[src/rtl/sttx_pkg.sv]
package sttx_pkg;

    // Operating mode codes on tx_mode
    localparam logic [1:0] MODE_ZERO  = 2'b00;
    localparam logic [1:0] MODE_DRAIN = 2'b01;
    localparam logic [1:0] MODE_TRIM  = 2'b10;

    typedef enum logic [1:0] {
        ST_ZERO  = 2'd0,
        ST_DRAIN = 2'd1,
        ST_TRIM  = 2'd2,
        ST_FLUSH = 2'd3
    } sttx_state_e;

endpackage

[src/rtl/sttx_chan_fifo.sv]
module sttx_chan_fifo #(
    parameter int DW    = 24,
    parameter int DEPTH = 16,
    parameter int LW    = $clog2(DEPTH + 1)
) (
    input  logic          clk,
    input  logic          rst_n,
    input  logic          clr,
    input  logic          trim,
    input  logic          push,
    input  logic [DW-1:0] din,
    input  logic          pop,
    output logic [DW-1:0] dout,
    output logic [LW-1:0] level
);
    localparam int AW = $clog2(DEPTH);

    logic [DW-1:0] mem [DEPTH];
    logic [AW-1:0] rd_ptr;
    logic [AW-1:0] wr_ptr;

    assign dout = mem[rd_ptr];

    // Pointers and occupancy
    always_ff @(posedge clk or negedge rst_n) begin
        if (!rst_n) begin
            rd_ptr <= '0;
            wr_ptr <= '0;
            level  <= '0;
        end else if (clr) begin
            wr_ptr <= rd_ptr;
            level  <= '0;
        end else if (trim) begin
            wr_ptr <= rd_ptr + AW'(1);
            level  <= LW'(1);
        end else begin
            if (push) wr_ptr <= wr_ptr + AW'(1);
            if (pop)  rd_ptr <= rd_ptr + AW'(1);
            level <= level + LW'(push) - LW'(pop);
        end
    end

    // Sample storage, no reset
    always_ff @(posedge clk) begin
        if (trim && level == '0) begin
            mem[rd_ptr] <= '0;
        end else if (!clr && !trim && push) begin
            mem[wr_ptr] <= din;
        end
    end

endmodule

[src/rtl/sttx_fsm.sv]
module sttx_fsm
    import sttx_pkg::*;
(
    input  logic        clk,
    input  logic        rst_n,
    input  logic        soft_rst,
    input  logic [1:0]  tx_mode,
    input  logic        resync_hit,
    output sttx_state_e state,
    output logic        push_en,
    output logic        drain_en,
    output logic        trim_en,
    output logic        clr_en
);
    sttx_state_e state_nx;

    function automatic sttx_state_e mode_target(input logic [1:0] m);
        unique case (m)
            MODE_DRAIN: return ST_DRAIN;
            MODE_TRIM:  return ST_TRIM;
            default:    return ST_ZERO;
        endcase
    endfunction

    // State register
    always_ff @(posedge clk or negedge rst_n) begin
        if (!rst_n) state <= ST_ZERO;
        else        state <= state_nx;
    end

    // Transitions
    always_comb begin
        state_nx = mode_target(tx_mode);
        if (soft_rst) begin
            state_nx = ST_ZERO;
        end else begin
            unique case (state)
                ST_DRAIN: if (resync_hit) state_nx = ST_FLUSH;
                ST_ZERO, ST_TRIM, ST_FLUSH: state_nx = mode_target(tx_mode);
                default:  state_nx = ST_ZERO;
            endcase
        end
    end

    // Per-state controls
    always_comb begin
        push_en  = 1'b0;
        drain_en = 1'b0;
        trim_en  = 1'b0;
        clr_en   = soft_rst;
        unique case (state)
            ST_ZERO:  push_en = !soft_rst;
            ST_DRAIN: begin
                push_en  = !soft_rst;
                drain_en = !soft_rst;
            end
            ST_TRIM:  trim_en = !soft_rst;
            ST_FLUSH: clr_en  = 1'b1;
            default:  clr_en  = 1'b1;
        endcase
    end

endmodule

[src/rtl/sttx_sample_buf.sv]
module sttx_sample_buf
    import sttx_pkg::*;
#(
    parameter  int DW    = 24,
    parameter  int DEPTH = 16,
    localparam int LW    = $clog2(DEPTH + 1)
) (
    input  logic          clk,
    input  logic          rst_n,
    input  logic          soft_rst,
    input  logic [1:0]    tx_mode,
    input  logic [1:0]    empty_sel,
    input  logic          autosync_en,
    input  logic          wr_left,
    input  logic [DW-1:0] wr_left_data,
    input  logic          wr_right,
    input  logic [DW-1:0] wr_right_data,
    input  logic          frame_req,
    output logic [DW-1:0] out_left,
    output logic [DW-1:0] out_right,
    output logic [LW-1:0] left_level,
    output logic [LW-1:0] right_level,
    output logic          empty_flag,
    output logic          resync_flag,
    output logic          unov_flag
);
    localparam int NCH = 2;

    sttx_state_e   state;
    logic          push_en, drain_en, trim_en, clr_en;
    logic          mismatch, pair_ready, resync_hit, underrun, pop_pair;
    logic [NCH-1:0] ch_wr, ch_full, ch_push, ch_ovr;
    logic [DW-1:0] ch_din  [NCH];
    logic [DW-1:0] ch_dout [NCH];
    logic [LW-1:0] ch_lvl  [NCH];
    logic [LW-1:0] thresh;

    assign ch_wr     = {wr_right, wr_left};
    assign ch_din[0] = wr_left_data;
    assign ch_din[1] = wr_right_data;

    assign left_level  = ch_lvl[0];
    assign right_level = ch_lvl[1];

    assign mismatch   = autosync_en && (ch_lvl[0] != ch_lvl[1]);
    assign pair_ready = (ch_lvl[0] != '0) && (ch_lvl[1] != '0);
    assign resync_hit = drain_en && frame_req && mismatch;
    assign underrun   = drain_en && frame_req && !mismatch && !pair_ready;
    assign pop_pair   = drain_en && frame_req && !mismatch && pair_ready;

    sttx_fsm u_fsm (
        .clk        (clk),
        .rst_n      (rst_n),
        .soft_rst   (soft_rst),
        .tx_mode    (tx_mode),
        .resync_hit (resync_hit),
        .state      (state),
        .push_en    (push_en),
        .drain_en   (drain_en),
        .trim_en    (trim_en),
        .clr_en     (clr_en)
    );

    for (genvar g = 0; g < NCH; g++) begin : g_chan
        assign ch_full[g] = (ch_lvl[g] == LW'(DEPTH));
        assign ch_push[g] = ch_wr[g] && push_en && !ch_full[g];
        assign ch_ovr[g]  = ch_wr[g] && push_en &&  ch_full[g];

        sttx_chan_fifo #(
            .DW    (DW),
            .DEPTH (DEPTH),
            .LW    (LW)
        ) u_fifo (
            .clk   (clk),
            .rst_n (rst_n),
            .clr   (clr_en),
            .trim  (trim_en),
            .push  (ch_push[g]),
            .din   (ch_din[g]),
            .pop   (pop_pair),
            .dout  (ch_dout[g]),
            .level (ch_lvl[g])
        );
    end

    // Threshold is four samples per code step
    assign thresh     = LW'({empty_sel, 2'b00});
    assign empty_flag = (ch_lvl[0] <= thresh) && (ch_lvl[1] <= thresh);

    // Output pair register
    always_ff @(posedge clk or negedge rst_n) begin
        if (!rst_n) begin
            out_left  <= '0;
            out_right <= '0;
        end else if (soft_rst) begin
            out_left  <= '0;
            out_right <= '0;
        end else if (frame_req) begin
            out_left  <= pop_pair ? ch_dout[0] : '0;
            out_right <= pop_pair ? ch_dout[1] : '0;
        end
    end

    // Sticky status
    always_ff @(posedge clk or negedge rst_n) begin
        if (!rst_n) begin
            resync_flag <= 1'b0;
            unov_flag   <= 1'b0;
        end else if (soft_rst) begin
            resync_flag <= 1'b0;
            unov_flag   <= 1'b0;
        end else begin
            resync_flag <= resync_flag | resync_hit;
            unov_flag   <= unov_flag | underrun | (|ch_ovr);
        end
    end

endmodule

[config.mk]
export PLATFORM = sky130hd
export DESIGN_NAME = sttx_sample_buf
export DESIGN_NICKNAME = d
export VERILOG_FILES = /design/src/rtl/sttx_pkg.sv /design/src/rtl/sttx_chan_fifo.sv /design/src/rtl/sttx_fsm.sv /design/src/rtl/sttx_sample_buf.sv
export SDC_FILE = /design/constraint.sdc
export NUM_CORES = 1
export LEC_CHECK = 0
export BUFFER_PORTS_ARGS = -buffer_cell sky130_fd_sc_hd__buf_4
export CAP_MARGIN = 20
export CORE_ASPECT_RATIO = 0.75
export CORE_MARGIN = 1.5
export CORE_UTILIZATION = 51
export DETAILED_ROUTE_END_ITERATION = 12
export HOLD_SLACK_MARGIN = 0.03
export PLACE_DENSITY = 0.7
export SETUP_SLACK_MARGIN = 0.3
export SLEW_MARGIN = 40
export SYNTH_ARGS = -nofsm -noshare
export SYNTH_HDL_FRONTEND = slang
export SYNTH_SLANG_ARGS = --single-unit
[constraint.sdc]
create_clock -name clk -period 3.6 [get_ports clk]
set_input_delay 0.72 -clock clk [delete_from_list [all_inputs] [get_ports clk]]
set_output_delay 0.72 -clock clk [all_outputs]
set_load 0.05 [all_outputs]
; ---- After elaboration in Yosys (flattened, before gate mapping)
; Memory sizes are Yosys's and may differ from the RTL's.
; Cells that the tools add are included.
[totals]
ff_bits = 78
mem_bits_rw = 768
inputBits = 59
out_inout_bits = 61
word_cells = 118
memories = 2
[op_classes]
add_sub_neg = 8
n_lt_le_gt_ge = 2
eq_ne = 8
n_mux = 42
n_bitwise = 5
reduce_logical = 40
[memory_table]
columns = name, words, width, rd, rd_clocked_by_memory_dff, wr, line_no
row1 = g_chan[0].u_fifo.mem, 16, 24, 1, 0, 1, sttx_chan_fifo.sv:18  ; logic [DW-1:0] mem [DEPTH];
row2 = g_chan[1].u_fifo.mem, 16, 24, 1, 0, 1, sttx_chan_fifo.sv:18
[op_table]
columns = operator, count
row1 = $mux W24, 8
row2 = $reduce_or A24 Y1, 2
row3 = $mux W4, 8
row4 = $mux W5, 4
row5 = $logic_and A1 B1 Y1, 19
row6 = $mux W1, 18
row7 = $add A4 B1 Y4 const B, 4
row8 = $add A5 B1 Y5, 2
row9 = $eq A5 B5 Y1 const B, 2
row10 = $le A5 B4 Y1, 2
row11 = $logic_not A5 Y1, 2
row12 = $reduce_bool A5 Y1, 2
row13 = $sub A5 B1 Y5, 2
row14 = $pmux W2 S2, 2
row15 = $logic_not A1 Y1, 7
row16 = $eq A2 B2 Y1 const B, 3
row17 = $reduce_bool A3 Y1, 2
row18 = $ne A5 B5 Y1, 1
row19 = $eq A2 B1 Y1 const B, 2
row20 = $mux W2, 2
row21 = $reduce_or A2 Y1, 2
row22 = $or A1 B1 Y1, 3
row23 = $reduce_and A3 Y1, 1
row24 = $reduce_or A3 Y1, 1
row25 = 3 further kinds, 4

; ---- Longest topological paths before layout
[depth]
ltp_word = 11
depth_mapped = 16
mapped_depth_nobuf = 15

; ---- By module
; A second synthesis with hierarchy kept.
[unflattened]
cells_unflattened = 1955
area_unflattened_um2 = 34116.5
[modules_own_cells]
columns = module, instances, cells_each, area_per_inst_um2, seq_area_each_um2
row1 = sttx_chan_fifo (g_chan[0].u_fifo), 1, 842, 15780.1, 11856.4
row2 = sttx_chan_fifo (g_chan[1].u_fifo), 1, 842, 15777.6, 11856.4
row3 = sttx_sample_buf, 1, 260, 2451.1, 1251.2
row4 = sttx_fsm, 1, 11, 107.6, 50.0

; ---- Worst setup path before layout
; No wires, ideal clock.
[synth_timing]
path_type = register -> register
start = register g_chan[0].u_fifo.level[2]
end = memory g_chan[0].u_fifo.mem[11][0], enable pin
setup_time_ns = 0.442
arrival_time_ns = 3.787
required_ns = 3.158
path_slack_ns = -0.629
stages_incl_launch_ff = 8
n_path_buf = 0
synth_period_minus_slack_ns = 4.229
path_cell_list = dfrtp_1 -> inv_1 -> ha_1 -> and4bb_2 -> nor3b_2 -> inv_2 -> o32ai_2 -> a21boi_0
[synth_between]
elab_chain_cells = 9
elab_cells_between_ends = 14
cone_classes = eq/ne (1) / mux (7) / reduce/logical (6)
[synth_lines]
columns = item, line_no
row1 = from (decl), sttx_chan_fifo.sv:14  ; output logic [LW-1:0] level
row2 = from (signal assigned), sttx_chan_fifo.sv:39  ; level <= level + LW'(push) - LW'(pop);
row3 = $eq A5 B5 Y1, sttx_sample_buf.sv:65  ; assign ch_full[g] = (ch_lvl[g] == LW'(DEPTH));
row4 = $logic_not A1 Y1, sttx_sample_buf.sv:66  ; assign ch_push[g] = ch_wr[g] && push_en && !ch_full[g];
row5 = $logic_and A1 B1 Y1, sttx_sample_buf.sv:66
row6 = $logic_and A1 B1 Y1, sttx_chan_fifo.sv:47  ; end else if (!clr && !trim && push) begin
row7 = $mux W1, sttx_chan_fifo.sv:47
row8 = $mux W1, sttx_chan_fifo.sv:45  ; if (trim && level == '0) begin
row9 = $mux W1 (not written as such), sttx_chan_fifo.sv:48  ; mem[wr_ptr] <= din;
row10 = $reduce_or A24 Y1 (no source line), -
row11 = $mux W4 (no source line) / $mux W1 (equally long branches), -
row12 = to (decl), sttx_chan_fifo.sv:18
; Several ways; a longest one is shown, not always the timed one.

; ---- Worst setup path in the final report
[layout_timing]
start = register g_chan[0].u_fifo.level[3]
end = register g_chan[0].u_fifo.level[4]
[layout_between]
elab_chain_cells = 8
elab_cells_between_ends = 14
cone_classes = add/sub (2) / eq/ne (2) / mux (2) / reduce/logical (8)
[layout_lines]
columns = item, line_no
row1 = "parallel branches: the longest is 5 deep, another holds $add A5 B1 Y5", -
row2 = $sub A5 B1 Y5 (*), sttx_chan_fifo.sv:39
row3 = $mux W5 (*), sttx_chan_fifo.sv:33  ; end else if (trim) begin
row4 = $mux W5 (*), sttx_chan_fifo.sv:30  ; end else if (clr) begin
; Every way passes the cells marked *.
; A chain may end at the register's enable or synchronous reset.

==> metrics.txt <==
worst hold slack=0.0814 ns; Max IR drop VDD=390 µV; WL/cell=26.0 µm; CTS Buf Count=81; sequential cell area fraction in the yosys report=75.5%; critical path arrival=3.64 ns; Area growth syn-to-layout=15.4%; Syn Area/Cell=20.2 µm²; status=complete, no violations; FFs w/ async S/R, synth=9.22%; Max-cap violations=0; Design Area, Final=38200 µm²; Initial Utilization=51.9%; CP max FO=5; Nets=1908; first-pass GRT wire length=108 mm; total number of yosys warnings=0; CTS Buffer Depth=3; PortBufs=119; Tightest Pin Transition=0.787 ns; EDFF count, synth=768; Clock Sinks=846; unrepaired setup endpoints after global routing=false; vias=16600; Die Area=66500 µm²; gr usage total=21.9%; number of global-route vias before repair=16900; most common cell after layout, fill and taps aside=edfxtp_1; Remaining DRCs=0; fin crit period=3.11 ns; clk root buf=clkbuf_16; initial antenna violation count=1; Setup Viol. Count Final=0; Crit. End Element=flip-flop; Pwr Total=0.0239 W; R2R setup slack=0.49 ns; final WL=71.6 mm; final std cells w/o fill=2751; mapped cell area=33100 µm²; # diodes=0; Die Y=224 µm; Power Density=626 nW/µm²; Detail Route Antenna Nets=0; placed cell count=2603; Filler cells=4582; fmax=321 MHz; CP Launch Type=flip-flop; CTS tree=yes; Worst R2R Path Depth=15; vias per std cell=6.05; Hold Crit Class=in2async; htree depth=3; hold bufs inserted after CTS=0; final hold vios=0; top_reg_cell synth=edfxtp_1; critical path type=reg2reg; Initial DRC Count=1601; Slew Viols, Final=0; share of cells above drive strength 1=30.1%; Fin Clk Skew=0.0291 ns; Core ar.=63900 µm²; HPWL after DPL=41.9 mm; Final Cycle Share=86.5%; commonest non-fill, non-tap cells in the layout=768 x edfxtp_1, 192 x mux4_2, 181 x buf_4; Cell Area, Placed=35700 µm²; Worst EP required=4.13 ns; Slew HR=47.5%; Reg-to-Reg Start=g_chan[0].u_fifo.level[3]; distinct cell type count after synthesis=54; R2R Path End=g_chan[0].u_fifo.level[4]; syn_nets=1719; Syn Inst Count=1638; LEAKAGE=12.9 nW; clock latency on the worst-skew pair=0.64 ns; clock slew at reported path FFs=0.06 ns; I/O pin count=120; DIE WIDTH=297 µm; GPL Wtd Cong=0.812; #FFs+latches synth=846; FP Rows=80; Pre-antenna DRT Iters=5; TNS Setup=0 ns; largest net degree at the start of global routing=89; grt ovf=0
==> metal layers <==
layer / global-route usage, % / vias up / share of wire [%]
met5: 0 / - / 0.018
met4: 5.89 / 2 / 2.2
met3: 4.24 / 105 / 7.4
met2: 32.0 / 604 / 45
met1: 34.2 / 8804 / 46
li1: - / 7116 / -
==> through the flow <==
step | util [%] | setup WS (ns)
6_report | 59.9 | 0.488
3_3_place_gp | 55.8 | 0.221
2_1_floorplan | - | 0.0579
5_1_grt | 59.9 | 0.308
3_5_place_dp | 55.8 | 0.212
4_1_cts | 59.8 | 0.428
==> synth_stat cells, drive strengths merged (2+ instances only) <==
| cell type | number | area share [%] |
|---|---|---|
| edfxtp | 768 | 70 |
| mux4 | 192 | 13 |
| a22oi | 105 | 2.4 |
| dfrtp | 78 | 5.9 |
| nand2 | 65 | 0.74 |
| clkbuf | 54 | 0.61 |
| and2 | 52 | 0.98 |
| a22o | 51 | 1.3 |
| nor2 | 51 | 0.58 |
| buf | 41 | 0.68 |
| a21oi | 26 | 0.45 |
| inv | 23 | 0.26 |
| ha | 20 | 0.76 |
| xnor2 | 14 | 0.37 |
| o21ai | 13 | 0.20 |
| xor2 | 9 | 0.24 |
| nor2b | 6 | 0.11 |
| nor3b | 6 | 0.17 |
| a31oi | 5 | 0.094 |
| and3 | 5 | 0.094 |
| nand2b | 5 | 0.094 |
| nor3 | 5 | 0.076 |
| nand3 | 4 | 0.060 |
| nand3b | 4 | 0.091 |
| a32oi | 3 | 0.079 |
| and4bb | 3 | 0.11 |
| or3 | 3 | 0.072 |
| a21boi | 2 | 0.045 |
| a21o | 2 | 0.045 |
| fa | 2 | 0.12 |
| mux2 | 2 | 0.068 |
| nor4b | 2 | 0.053 |
| o211ai | 2 | 0.045 |
| o21a | 2 | 0.045 |
| o22ai | 2 | 0.038 |
| or2 | 2 | 0.038 |
| or4b | 2 | 0.072 |
==> worst max-delay path, stage by stage, from the launching register on <==
cell,delay [ns]
dfrtp_2,0.45
inv_1,0.10
ha_1,0.18
or4b_4,0.50
nand4b_1,0.17
o31ai_4,0.12
ha_1,0.29
inv_1,0.04
ha_1,0.18
inv_1,0.08
fa_1,0.22
inv_1,0.05
a21oi_1,0.11
nor2_1,0.06
or3_1,0.34
a21oi_1,0.16
==> report_power, final <==
group / internal [W] / switching, W / leakage, nW
clock: 0.00464 / 0.00356 / 1.25
combinational: 0.00209 / 0.00213 / 3.52
sequential: 0.0111 / 0.000395 / 8.15
total: 0.0178 / 0.00609 / 12.9
==> registers in the layout, indices dropped and copies added, names as in the netlist <==
signal,flops
out_right,24
unov_flag,1
g_chan.u_fifo.rd_ptr,8
out_left,24
g_chan.u_fifo.level,10
resync_flag,1
u_fsm.state,2
g_chan.u_fifo.mem,768
g_chan.u_fifo.wr_ptr,8
==> final cells by class <==
type                       instances  area (µm²)  area share [%]
sequential                       846       25000            65.5
clock buffer                     110        2220            5.80
timing repair buffer             201        1750            4.58
multi-input combinational        674        7740            20.2
tap                              861        1080            2.82
clock inverter                    36         330           0.864
inverter                          23        86.3           0.226
==> worst max-delay path by stage <==
| stage | start | depth (start not counted) | endpoint |
|---|---|---|---|
| after floorplan | g_chan[0].u_fifo.level[2] | 8 | g_chan[0].u_fifo.mem[4][0] |
| after global placement | soft_rst | 14 | g_chan[1].u_fifo.level[4] |
| after detailed placement | soft_rst | 14 | g_chan[1].u_fifo.level[4] |
| after CTS | g_chan[0].u_fifo.level[3] | 15 | g_chan[0].u_fifo.level[4] |
| after global routing | g_chan[1].u_fifo.level[2] | 15 | g_chan[1].u_fifo.level[4] |
| final | g_chan[0].u_fifo.level[3] | 15 | g_chan[0].u_fifo.level[4] |
==> logic make-up after synthesis <==
kind of cell               synth area share, %
AOI/OAI and AO/OA                         4.87
xor gates and xnor gates                 0.608
adders and majority gates                0.877
buffers and inverters                     1.56
DFF                                       75.5
muxes                                     13.1
and+or+nand+nor                           3.43
==> timing repair <==
item | 4_1_cts | 5_1_grt
setup endpoints to repair | 0 | 1
gates resized for setup | 0 | 6
setup buffers | 0 | 2
Note: power is estimated with default switching activity, not from simulation.
